--- src/rtl/ptone_pkg.sv ---
package ptone_pkg;
    localparam int CODE_W = 4;
    localparam int PH_W   = 7;

    typedef enum logic [2:0] {
        SRC_HIGH,
        SRC_POLY4,
        SRC_POLY5,
        SRC_POLY9,
        SRC_DIV
    } src_e;

    typedef enum logic [1:0] {
        ADV_HOLD,
        ADV_ALWAYS,
        ADV_POLY5,
        ADV_WRAP
    } adv_e;

    typedef enum logic [1:0] {
        ADDR_FREQ = 2'd0,
        ADDR_CTRL = 2'd1,
        ADDR_VOL  = 2'd2,
        ADDR_NONE = 2'd3
    } addr_e;
endpackage

--- src/rtl/tone_divider.sv ---
module tone_divider #(
    parameter int W = 5
) (
    input  logic         clk,
    input  logic         rst_n,
    input  logic         tick,
    input  logic [W-1:0] freq,
    output logic         step
);
    logic [W-1:0] cnt_q;
    logic [W-1:0] lim_q;
    logic         at_wrap;

    assign at_wrap = (cnt_q >= lim_q);
    assign step    = tick && at_wrap;

    always_ff @(posedge clk) begin
        if (!rst_n) begin
            cnt_q <= '0;
            lim_q <= '0;
        end else if (tick) begin
            if (at_wrap) begin
                cnt_q <= '0;
                lim_q <= freq;
            end else begin
                cnt_q <= cnt_q + 1'b1;
            end
        end
    end

    assert_cnt_within_lim_R1: assert property (@(posedge clk) disable iff (!rst_n)
        cnt_q <= lim_q);
    assert_hold_without_tick_R1: assert property (@(posedge clk) disable iff (!rst_n)
        !tick |=> $stable(cnt_q));
    assert_limit_only_at_wrap_R2: assert property (@(posedge clk) disable iff (!rst_n)
        !step |=> $stable(lim_q));
endmodule

--- src/rtl/tone_lfsr.sv ---
module tone_lfsr #(
    parameter int WIDTH = 5,
    parameter int TAP   = 2
) (
    input  logic clk,
    input  logic rst_n,
    input  logic adv,
    output logic out_bit
);
    logic [WIDTH-1:0] state_q;
    logic             fb;

    assign fb      = state_q[0] ^ state_q[TAP];
    assign out_bit = state_q[0];

    always_ff @(posedge clk) begin
        if (!rst_n) begin
            state_q <= '1;
        end else if (adv) begin
            state_q <= {fb, state_q[WIDTH-1:1]};
        end
    end

    assert_state_nonzero_R4: assert property (@(posedge clk) disable iff (!rst_n)
        state_q != '0);
    assert_hold_when_idle_R4: assert property (@(posedge clk) disable iff (!rst_n)
        !adv |=> $stable(state_q));
endmodule

--- src/rtl/tone_shaper.sv ---
module tone_shaper
    import ptone_pkg::*;
(
    input  logic              clk,
    input  logic              rst_n,
    input  logic              step,
    input  logic [CODE_W-1:0] code,
    input  logic              p4_bit,
    input  logic              p5_bit,
    input  logic              p9_bit,
    output logic              p4_adv,
    output logic              wave
);
    localparam logic [PH_W-1:0] PH_MAX = PH_W'(92);

    src_e            src;
    adv_e            p4_gate;
    adv_e            ph_gate;
    logic [PH_W-1:0] modulus;
    logic [PH_W-1:0] ph_q;
    logic            ph_go;
    logic            ph_wrap;

    // Mode decode
    always_comb begin
        src     = SRC_HIGH;
        p4_gate = ADV_HOLD;
        ph_gate = ADV_HOLD;
        modulus = PH_W'(1);
        unique case (code)
            4'd0, 4'd11: src = SRC_HIGH;
            4'd1: begin
                src     = SRC_POLY4;
                p4_gate = ADV_ALWAYS;
            end
            4'd2: begin
                src     = SRC_POLY4;
                p4_gate = ADV_WRAP;
                ph_gate = ADV_ALWAYS;
                modulus = PH_W'(15);
            end
            4'd3: begin
                src     = SRC_POLY4;
                p4_gate = ADV_POLY5;
            end
            4'd4, 4'd5: begin
                src     = SRC_DIV;
                ph_gate = ADV_ALWAYS;
                modulus = PH_W'(2);
            end
            4'd6, 4'd10: begin
                src     = SRC_DIV;
                ph_gate = ADV_ALWAYS;
                modulus = PH_W'(31);
            end
            4'd7: begin
                src     = SRC_DIV;
                ph_gate = ADV_POLY5;
                modulus = PH_W'(2);
            end
            4'd8: src = SRC_POLY9;
            4'd9: src = SRC_POLY5;
            4'd12, 4'd13: begin
                src     = SRC_DIV;
                ph_gate = ADV_ALWAYS;
                modulus = PH_W'(6);
            end
            4'd14: begin
                src     = SRC_DIV;
                ph_gate = ADV_ALWAYS;
                modulus = PH_W'(93);
            end
            4'd15: begin
                src     = SRC_DIV;
                ph_gate = ADV_POLY5;
                modulus = PH_W'(6);
            end
            default: src = SRC_HIGH;
        endcase
    end

    // Phase advance and wrap
    always_comb begin
        unique case (ph_gate)
            ADV_ALWAYS: ph_go = step;
            ADV_POLY5:  ph_go = step && p5_bit;
            default:    ph_go = 1'b0;
        endcase
        ph_wrap = ph_go && (ph_q >= modulus - PH_W'(1));
    end

    // Phase register
    always_ff @(posedge clk) begin
        if (!rst_n) begin
            ph_q <= '0;
        end else if (ph_go) begin
            ph_q <= ph_wrap ? '0 : ph_q + PH_W'(1);
        end
    end

    // Outputs
    always_comb begin
        unique case (p4_gate)
            ADV_ALWAYS: p4_adv = step;
            ADV_POLY5:  p4_adv = step && p5_bit;
            ADV_WRAP:   p4_adv = ph_wrap;
            default:    p4_adv = 1'b0;
        endcase
        unique case (src)
            SRC_POLY4: wave = p4_bit;
            SRC_POLY5: wave = p5_bit;
            SRC_POLY9: wave = p9_bit;
            SRC_DIV:   wave = (ph_q < (modulus >> 1));
            default:   wave = 1'b1;
        endcase
    end

    assert_phase_bound_R7: assert property (@(posedge clk) disable iff (!rst_n)
        ph_q <= PH_MAX);
    assert_phase_hold_R7: assert property (@(posedge clk) disable iff (!rst_n)
        !step |=> $stable(ph_q));
endmodule

--- src/rtl/poly_tone_channel.sv ---
module poly_tone_channel
    import ptone_pkg::*;
#(
    parameter int FREQ_W = 5,
    parameter int VOL_W  = 4
) (
    input  logic              clk,
    input  logic              rst_n,
    input  logic              tick,
    input  logic              wr_en,
    input  logic [1:0]        wr_addr,
    input  logic [FREQ_W-1:0] wr_data,
    output logic [VOL_W-1:0]  sample
);
    logic [FREQ_W-1:0] freq_q;
    logic [CODE_W-1:0] ctrl_q;
    logic [VOL_W-1:0]  vol_q;
    logic              step;
    logic              p4_adv;
    logic              p4_bit;
    logic              p5_bit;
    logic              p9_bit;
    logic              wave;

    always_ff @(posedge clk) begin
        if (!rst_n) begin
            freq_q <= '0;
            ctrl_q <= '0;
            vol_q  <= '0;
        end else if (wr_en) begin
            case (wr_addr)
                ADDR_FREQ: freq_q <= wr_data;
                ADDR_CTRL: ctrl_q <= wr_data[CODE_W-1:0];
                ADDR_VOL:  vol_q  <= wr_data[VOL_W-1:0];
                default:   ;
            endcase
        end
    end

    tone_divider #(.W(FREQ_W)) u_div (
        .clk  (clk),
        .rst_n(rst_n),
        .tick (tick),
        .freq (freq_q),
        .step (step)
    );

    tone_lfsr #(.WIDTH(4), .TAP(1)) u_poly4 (
        .clk    (clk),
        .rst_n  (rst_n),
        .adv    (p4_adv),
        .out_bit(p4_bit)
    );

    tone_lfsr #(.WIDTH(5), .TAP(2)) u_poly5 (
        .clk    (clk),
        .rst_n  (rst_n),
        .adv    (step),
        .out_bit(p5_bit)
    );

    tone_lfsr #(.WIDTH(9), .TAP(4)) u_poly9 (
        .clk    (clk),
        .rst_n  (rst_n),
        .adv    (step),
        .out_bit(p9_bit)
    );

    tone_shaper u_shape (
        .clk   (clk),
        .rst_n (rst_n),
        .step  (step),
        .code  (ctrl_q),
        .p4_bit(p4_bit),
        .p5_bit(p5_bit),
        .p9_bit(p9_bit),
        .p4_adv(p4_adv),
        .wave  (wave)
    );

    assign sample = wave ? vol_q : '0;

    assert_sample_is_volume_R9: assert property (@(posedge clk) disable iff (!rst_n)
        (sample != '0) |-> (sample == vol_q));
    assert_addr3_ignored_R10: assert property (@(posedge clk) disable iff (!rst_n)
        (wr_en && wr_addr == 2'd3) |=> ($stable(freq_q) && $stable(ctrl_q) && $stable(vol_q)));
endmodule

--- config.mk ---
export PLATFORM = sky130hd
export DESIGN_NAME = poly_tone_channel
export DESIGN_NICKNAME = d
export VERILOG_FILES = /design/src/rtl/ptone_pkg.sv /design/src/rtl/tone_divider.sv /design/src/rtl/tone_lfsr.sv /design/src/rtl/tone_shaper.sv /design/src/rtl/poly_tone_channel.sv
export SDC_FILE = /design/constraint.sdc
export NUM_CORES = 1
export LEC_CHECK = 0
export ABC_AREA = 1
export BUFFER_PORTS_ARGS = -buffer_cell sky130_fd_sc_hd__buf_2
export CORE_UTILIZATION = 35
export CTS_CLUSTER_DIAMETER = 120
export DETAILED_ROUTE_END_ITERATION = 7
export MAX_ROUTING_LAYER = met4
export PLACE_DENSITY = 0.56
export RECOVER_POWER = 100
export SLEW_MARGIN = 20
export SYNTH_ARGS = -nofsm -noshare
export SYNTH_HDL_FRONTEND = slang
export SYNTH_HIERARCHICAL = 1
export SYNTH_SLANG_ARGS = --single-unit
--- constraint.sdc ---
create_clock -name clk -period 3.1 [get_ports clk]
set_input_delay 0.31 -clock clk [delete_from_list [all_inputs] [get_ports clk]]
set_output_delay 0.31 -clock clk [all_outputs]
set_load 0.01 [all_outputs]
==> Word-level counts from Yosys, hierarchy flattened <==
Cells that the tools add are included.
{ "totals": {"in_bits": 11, "wordCells": 71, "register_bits": 48} }
{ "op_classes": {"bitwise": 3, "n_eq_ne": 26, "mux": 10, "reduce_logical": 17, "order_cmp": 3, "add_sub_neg": 3} }
{ "op_table": {"columns": ["op", "n"], "rows": [
  ["case mux 7 bit (5 select lines)", 1],
  ["equality test 4 bit (second input constant)", 8],
  ["equality test 4 x 3 -> 1 bit (second input constant)", 4],
  ["case mux 3 bit (5 select lines)", 1],
  ["OR reduction 3 bit", 3],
  ["OR reduction 9 bit", 1],
  ["equality test 2 bit (second input constant)", 4],
  ["equality test 4 x 2 -> 1 bit (second input constant)", 2],
  ["AND reduction 2 bit", 4],
  ["OR reduction 8 bit", 1],
  ["adder 7 x 1 -> 7 bit (second input constant)", 1],
  ["greater-or-equal comparator 7 bit", 1],
  ["< comparator 7 x 6 -> 1 bit", 1],
  ["two-way mux 7 bit", 1],
  ["subtractor 7 x 1 -> 7 bit (second input constant)", 1],
  ["equality test 2 x 1 -> 1 bit (second input constant)", 3],
  ["equality test 3 x 2 -> 1 bit (second input constant)", 2],
  ["case mux 2 bit (3 select lines)", 1],
  ["OR reduction 2 bit", 3],
  ["adder 5 x 1 -> 5 bit (second input constant)", 1],
  ["greater-or-equal comparator 5 bit", 1],
  ["two-way mux 5 bit", 1],
  ["equality test 4 x 1 -> 1 bit (second input constant)", 1],
  ["logical NOT 4 bit", 1],
  ["10 further kinds", 14]
]} }

==> Longest topological paths before layout <==
Gate-level depths: netlist of the first run.
{ "logic_depth": {"depth_word": 7, "depth_mapped": 20} }

==> Modules after synthesis <==
The synthesis of the first run kept the hierarchy.
{ "modules_own_cells": {"columns": ["module", "cells_each", "n_inst", "seq_area_each_um2", "area_each_um2"], "rows": [
  ["tone_shaper", 131, 1, 140.1, 854.6],
  ["tone_divider", 92, 1, 200.2, 686.9],
  ["poly_tone_channel", 93, 1, 260.2, 598.1],
  ["tone_lfsr (u_poly9)", 42, 1, 180.2, 321.6],
  ["tone_lfsr (u_poly5)", 25, 1, 100.1, 187.7],
  ["tone_lfsr (u_poly4)", 21, 1, 80.1, 155.1]
]} }

==> Worst setup path after synthesis of the first run <==
Ideal clock, no wire load.
{ "synth_path": {"path_type": "register -> register", "from": "register ctrl_q[1]", "to": "register u_poly4.state_q[3]", "setup_ps": 115, "stages_incl_launch_ff": 16, "arrival_time_ps": 2459, "path_slack_ps": 527, "t_required_ps": 2985, "cell_sequence": "dfxtp_1 -> inv_2 -> nor2_4 -> nor2_1 -> ha_1 -> xor2_1 -> ha_1 -> nand2_1 -> nor2_1 -> nand4_1 -> nand2_1 -> nand2_1 -> o21ai_0 -> inv_2 -> a21oi_2 -> nand2_1"} }
{ "synth_between": {"elab_chain_len": 7, "elab_cells_between_ends": 30} }
{ "synth_lines": {"columns": ["element", "line", "source"], "rows": [
  ["from (decl)", "poly_tone_channel.sv:16", "logic [CODE_W-1:0] ctrl_q;"],
  ["from (signal assigned)", "poly_tone_channel.sv:33", "ADDR_CTRL: ctrl_q <= wr_data[CODE_W-1:0];"],
  ["equality test 4 bit, or another cell as far along", "tone_shaper.sv:30", "unique case (code)"],
  ["OR reduction 3 bit (no source line), or another cell as far along", null, null],
  ["case mux 7 bit (5 select lines) / case mux 2 bit (2 select lines) (equally long branches)", "tone_shaper.sv:30", null],
  ["subtractor 7 x 1 -> 7 bit, or another cell as far along", "tone_shaper.sv:89", "ph_wrap = ph_go && (ph_q >= modulus - PH_W'(1));"],
  ["greater-or-equal comparator 7 bit / case mux 1 bit (2 select lines) (equally long branches)", "tone_shaper.sv:89, tone_shaper.sv:84", null],
  ["logical AND 1 bit", "tone_shaper.sv:89", null],
  ["case mux 1 bit (3 select lines) *", "tone_shaper.sv:103", "unique case (p4_gate)"],
  ["named net p4_adv", "poly_tone_channel.sv:19", "logic p4_adv;"],
  ["to (signal assigned)", "tone_lfsr.sv:20", "state_q <= {fb, state_q[WIDTH-1:1]};"],
  ["to (decl)", "tone_lfsr.sv:10", "logic [WIDTH-1:0] state_q;"]
]} }
The timed path passes the listed nets; every way through them passes the cells marked *.
A chain may end at the register's enable or synchronous reset.

==> Final worst setup path of the first run <==
{ "layout_path": {"from": "register ctrl_q[1]", "to": "register u_poly4.state_q[1]"} }
Same word-level chain as after synthesis.

==> results of run 1 <==
## layout make-up
cell class	count	area, sq um	area share (%)
repair buffers	16	81.3	2.67
flip-flops and latches	48	962	31.5
inverters	68	255	8.37
well taps	102	128	4.18
clock inverters	2	35.0	1.15
clock buffers	6	72.6	2.38
multi-input cells	283	1520	49.7
## sequential cells by signal, indices dropped and copies added (netlist names)
name             cells
u_poly9/state_q      9
u_shape/ph_q         7
freq_q               5
u_div/cnt_q          5
u_div/lim_q          5
u_poly5/state_q      5
ctrl_q               4
u_poly4/state_q      4
vol_q                4
## cell usage after synthesis (4+ instances only)
| cell type | instances |
|---|---|
| nand2_1 | 109 |
| inv_1 | 57 |
| dfxtp_1 | 48 |
| nor2_1 | 47 |
| nand3_1 | 24 |
| a21oi_1 | 23 |
| ha_1 | 21 |
| inv_2 | 9 |
| o21ai_0 | 9 |
| nand2_2 | 7 |
| nand3_2 | 6 |
| xor2_1 | 6 |
| nor2_4 | 4 |
## timing repair
item                       in CTS  in global routing
setup buffers                   0                  0
setup endpoints to repair       0                  2
resized for setup               0                  1
## worst max-delay path, delay by kind of cell, from the launching register on
kind / cells / cell delay [ns]
DFF: 1 / 0.46
buffers and inverters: 2 / 0.27
AOI/OAI and AO/OA: 5 / 0.66
adders and majority gates: 2 / 0.53
xor gates and xnor gates: 1 / 0.17
and+or+nand+nor: 5 / 0.47
## final timing paths
check,from,endpoint,slack [ns],depth (start not counted)
setup / recovery,ctrl_q[1]$_SDFFE_PN0P_,u_poly4/state_q[1]$_SDFFE_PN1P_,0.43,15
hold / removal,wr_data[3],vol_q[3]$_SDFFE_PN0P_,0.29,3
setup reg to reg,ctrl_q[1]$_SDFFE_PN0P_,u_poly4/state_q[1]$_SDFFE_PN1P_,0.43,15
hold reg to reg,u_poly9/state_q[2]$_SDFFE_PN1P_,u_poly9/state_q[2]$_SDFFE_PN1P_,0.46,2
## power by group through the flow
| stage | logic, uW | registers, uW | clock network, uW |
|---|---|---|---|
| finish | 753 | 794 | 448 |
| global route | 876 | 809 | 490 |
| CTS | 821 | 795 | 468 |
| detailed placement | 816 | 808 | 0 |
| global placement | 803 | 806 | 0 |
| floorplan | 674 | 792 | 0 |
## metal layers
layer / routed length (um) / vias to the layer above
li1: - / 1296
met1: 2730 / 1036
met2: 2360 / 19
met3: 119 / 6
met4: 53 / 0
met5: 0 / -
## stage by stage
step                cell area (sq um)  hold WS (ns)  utilization [%]
global route                     3050         0.294             39.5
finish                           3050         0.290             39.5
floorplan                        2800         0.394                -
detailed placement               2980         0.442             38.6
global placement                 2980         0.441             38.6
CTS                              3090         0.277             40.0
## cells by family (layout without fill, tap and decap cells)
group	count (synthesis)	count (layout)	synth area share [%]
and+or+nand+nor	210	210	34.4
buffers and inverters	73	92	10.3
DFF	48	48	34.3
AOI/OAI and AO/OA	44	44	9.37
adders and majority gates	21	21	9.37
xor gates and xnor gates	7	7	2.19
other	1	1	0.134
==> impl_metrics.ini, run 1 <==
[outcome]
status = finished, final reports clean

[power]
peakVddDrop_v = 0.000262
power.switching_uw = 768
combinationalPowerShare_pct = 37.8
intPower_uw = 1230
p_total_uw = 1990
power_frac_clock_pct = 22.4
seqPwrFrac_pct = 39.8
p_sw_share_pct = 38.5
p_leak_uw = 0.00156
power_density_nw_per_um2 = 654

[sta]
rsz0062_at_grt = no
fin_crit_ns = 2.67
timing.final.ws_setup_ns = 0.427
tightestPinTransition_ns = 0.712
clock.fmax_mhz = 374
slew_viol_final = 0
hold_viol = 0
final.setup.tns_ns = 0
slew_headroom_pct = 52.5
finalSetupViolations = 0
finalCritPeriodShare_pct = 86.2
finClkSkew_ns = 0.00440

[critical_path]
critPathMaxFanout = 8
required_ns = 3.28
cp-end-kind = flop
path_cells = inv_2 -> nor2_4 -> nor2_1 -> ha_1 -> xor2_1 -> ha_1 -> a21oi_1 -> nand2_1 -> a21oi_1 -> nand2_1 -> nand2_1 -> o21ai_0 -> buf_4 -> a21oi_1 -> o21ai_0
cp.arrival_ns = 2.85
cpPeakStageDelay_ns = 0.46
startpoint_type = flop
path_class = flop to flop
crit_slowest_cell = dfxtp_1

[synth]
synth_top_area_share_pct = 34.3
synth.avg_cell_area_sq_um = 6.94
synth_area_sq_um = 2800
syn_inst = 404
yosysWarnings = 6
synth_area_leader_cell = dfxtp_1
yosysSeqAreaShare_pct = 34.3
synthesis.nets = 436
ys.flop_type = dfxtp_1
synth-edff-count = 0
ys_top_cells_by_area = dfxtp_1, nand2_1, ha_1, inv_1, nor2_1
ys_async_sr_fraction_pct = 0
yosys.cell_types.count = 34
ys_ff_latch = 48

[floorplan]
start_util_pct = 36.3
dieWidth_um = 91.5
fp.dieArea_sq_um = 8370
die_y_um = 91.5
io_pins = 15
coreArea_sq_um = 7730
std_cell_rows = 32

[finish]
final_cell_mix = nand2_1, inv_1, nor2_1
layout.cells.most_common = nand2_1
antenna_cells = 0
stdcell_count = 525
drive_gt1_share_pct = 11.6
fill_cells = 827
final_nets = 454
area_growth_pct = 8.79

[placed_design]
post-place-ws_ns = 0.423
portBuffers = 14
dpl.hpwl_um = 3860
place.gp.congestion = 0.854
placedCellCount = 517

[clocking]
path_clk_slew_ns = 0.09
cts.path.max_buffers = 2
htree_num_levels = 2
numCtsBuffers = 5
cts_tree = yes
root_buffer = clkbuf_8
worst_skew_pair.late_latency_ns = 0.29
cts_hold_buf = 0
cts.sinks = 48

[global_route]
grt_use_met3_pct = 3.77
grt_util_met1_pct = 17.2
grt_pass1_vias = 2137
grt_max_degree = 39
grt_overflow_total = 0
grtUsageTotal_pct = 13.9
antenna_found_initial = 0
busiest_layer = met2
grt_use_met2_pct = 22.2
grt_first_pass_wirelength_um = 9200

[detailed_routing]
wl_per_cell_um = 10.0
wirelength_um = 5270
drt.antenna.violating_nets = 0
dr.pass1.iters = 4
drc = 0
vias = 2357
first_iter_violations = 63
via_per_inst = 4.49

[worst_hold_path]
hold_path_class = primary input to flop

[flow_run]
maxCapViolCount = 0
No activity file was read; power rests on OpenSTA's default activity.
==> run 2: changes to the inputs <==
- BUFFER_PORTS_ARGS: -buffer_cell sky130_fd_sc_hd__buf_2 -> unset
- DONT_BUFFER_PORTS: unset -> 1
- PLACE_DENSITY: 0.56 -> 0.54
==> run 2 against run 1 <==
- design area fell by 2.4%
- first-iteration DRC count grew 14%
- routed wire length down 0.17%
- clock-buffer cell count decreased by 1
- final cell count shrank 2.7%
- sequential share of layout area increased by 0.74 points
- clock power shrank 10%
- critical endpoint unchanged
- largest cell class unchanged
==> impl_metrics.ini, run 2 (same netlist as run 1, synthesis figures left out) <==
[outcome]
status = finished, final reports clean

[placed_design]
portBuffers = 0
place.gp.congestion = 0.847
dpl.hpwl_um = 3900
placedCellCount = 503

[power]
p_total_uw = 1930
p_leak_uw = 0.00150
p_sw_share_pct = 40.3
combinationalPowerShare_pct = 37.9
peakVddDrop_v = 0.000215
power_density_nw_per_um2 = 647
intPower_uw = 1150
seqPwrFrac_pct = 41.2
power_frac_clock_pct = 20.8
power.switching_uw = 777

[detailed_routing]
vias = 2331
drc = 0
wirelength_um = 5260
dr.pass1.iters = 4
first_iter_violations = 72
wl_per_cell_um = 10.3
via_per_inst = 4.56
drt.antenna.violating_nets = 0

[clocking]
root_buffer = clkbuf_8
numCtsBuffers = 5
path_clk_slew_ns = 0.10
cts.path.max_buffers = 2
cts_hold_buf = 0
cts.sinks = 48
htree_num_levels = 2
cts_tree = yes
ctsResizeCount = 0
worst_skew_pair.late_latency_ns = 0.31
cts_setup_buffers = 0

[sta]
hold_viol = 0
finalCritPeriodShare_pct = 87.5
timing.hold.ws_ns = 0.0923
final.setup.tns_ns = 0
finClkSkew_ns = 0.0118
rsz0062_at_grt = no
fin_crit_ns = 2.71
finalSetupViolations = 0
slew_viol_final = 0
clock.fmax_mhz = 369

[global_route]
grt_overflow_total = 0
grt_pass1_vias = 2237
grt_first_pass_wirelength_um = 9510
grt_max_degree = 39
antenna_found_initial = 0
grtUsageTotal_pct = 14.3

[finish]
largestRegisters = u_poly9/state_q x9, u_shape/ph_q x7
regMostFlops = u_poly9/state_q
final_nets = 440
fin_util_pct = 38.5
area_growth_pct = 6.16
final_cell_mix = nand2_1, inv_1, nor2_1, dfxtp_1, nand3_1
drive_gt1_share_pct = 9.78
layout.cells.most_common = nand2_1
largest_register_ffs = 9
stdcell_count = 511
antenna_cells = 0

[worst_hold_path]
hp-start = rst_n
hold_path_class = primary input to flop

[floorplan]
start_util_pct = 36.3
die_y_um = 91.5
io_pins = 15
std_cell_rows = 32
coreArea_sq_um = 7730
dieWidth_um = 91.5
fp.dieArea_sq_um = 8370

[flow_run]
maxCapViolCount = 0

[critical_path]
cp-startpoint = ctrl_q[0]$_SDFFE_PN0P_
crit_top_cell = nand2_1
crit_slowest_cell = dfxtp_1
rr_startpoint = ctrl_q[0]$_SDFFE_PN0P_
path_class = flop to flop
startpoint_type = flop
cpPeakStageDelay_ns = 0.48
crit_buf_inv = 4
critPathMaxFanout = 7
required_ns = 3.30
path_cells = inv_1 -> nand2_1 -> nand2_2 -> nand2_1 -> ha_1 -> nand2_1 -> nand2_1 -> inv_1 -> ha_1 -> nand2_1 -> inv_1 -> nand2_1 -> nand2_1 -> a21oi_1 -> nand2_1 -> nand2_1 -> o21ai_0 -> buf_4 -> a21oi_1 -> o21ai_0
cp.arrival_ns = 2.91
crit_family = simple AND/OR/NAND/NOR gates
cp-end-kind = flop
-- run 2: worst register-to-register path: stages (launching register included) --
cell and delay (ns):
dfxtp_1 0.48, inv_1 0.13, nand2_1 0.15, nand2_2 0.08, nand2_1 0.07, ha_1 0.18
nand2_1 0.08, nand2_1 0.07, inv_1 0.04, ha_1 0.29, nand2_1 0.09, inv_1 0.04
nand2_1 0.05, nand2_1 0.04, a21oi_1 0.20, nand2_1 0.08, nand2_1 0.08, o21ai_0 0.07
buf_4 0.16, a21oi_1 0.13, o21ai_0 0.09
-- run 2: final cells by class --
class,count,area [sq um]
multi-input combinational,283,1520
clock buffer,5,68.8
tap,102,128
timing repair buffer,2,15.0
inverter,68,255
fill,836,4750
sequential,48,961
clock inverter,3,25.0
-- run 2: worst paths after layout --
path                                           to  slack, ns  depth (start not counted)
setup / recovery  u_poly4/state_q[1]$_SDFFE_PN1P_       0.39                         20
hold / removal    u_poly5/state_q[3]$_SDFFE_PN1P_       0.09                          1
setup reg to reg  u_poly4/state_q[1]$_SDFFE_PN1P_       0.39                         20
hold reg to reg   u_poly9/state_q[2]$_SDFFE_PN1P_       0.46                          2
-- run 2: through the flow --
stage	setup slack, ns	cell area [sq um]
6_report	0.389	2980
5_1_grt	0.0599	2980
4_1_cts	0.349	3010
3_3_place_gp	0.505	2910
3_5_place_dp	0.395	2910
2_1_floorplan	0.527	2800
-- run 2: power by group through the flow --
stage | combinational [uW] | clock [uW] | sequential, uW
floorplan | 674 | 0 | 792
global placement | 784 | 0 | 807
detailed placement | 790 | 0 | 808
CTS | 795 | 423 | 795
global route | 865 | 447 | 810
finish | 730 | 401 | 794
-- run 2: routing by layer --
layer / vias up / part of all wire, % / global-route usage (%) / wire length (um)
met2: 21 / 46 / 22.6 / 2400
met3: 5 / 2.7 / 2.76 / 141
met5: - / 0 / - / 0
li1: 1266 / - / - / -
met4: 0 / 1.3 / 5.95 / 66
met1: 1039 / 50 / 17.8 / 2650
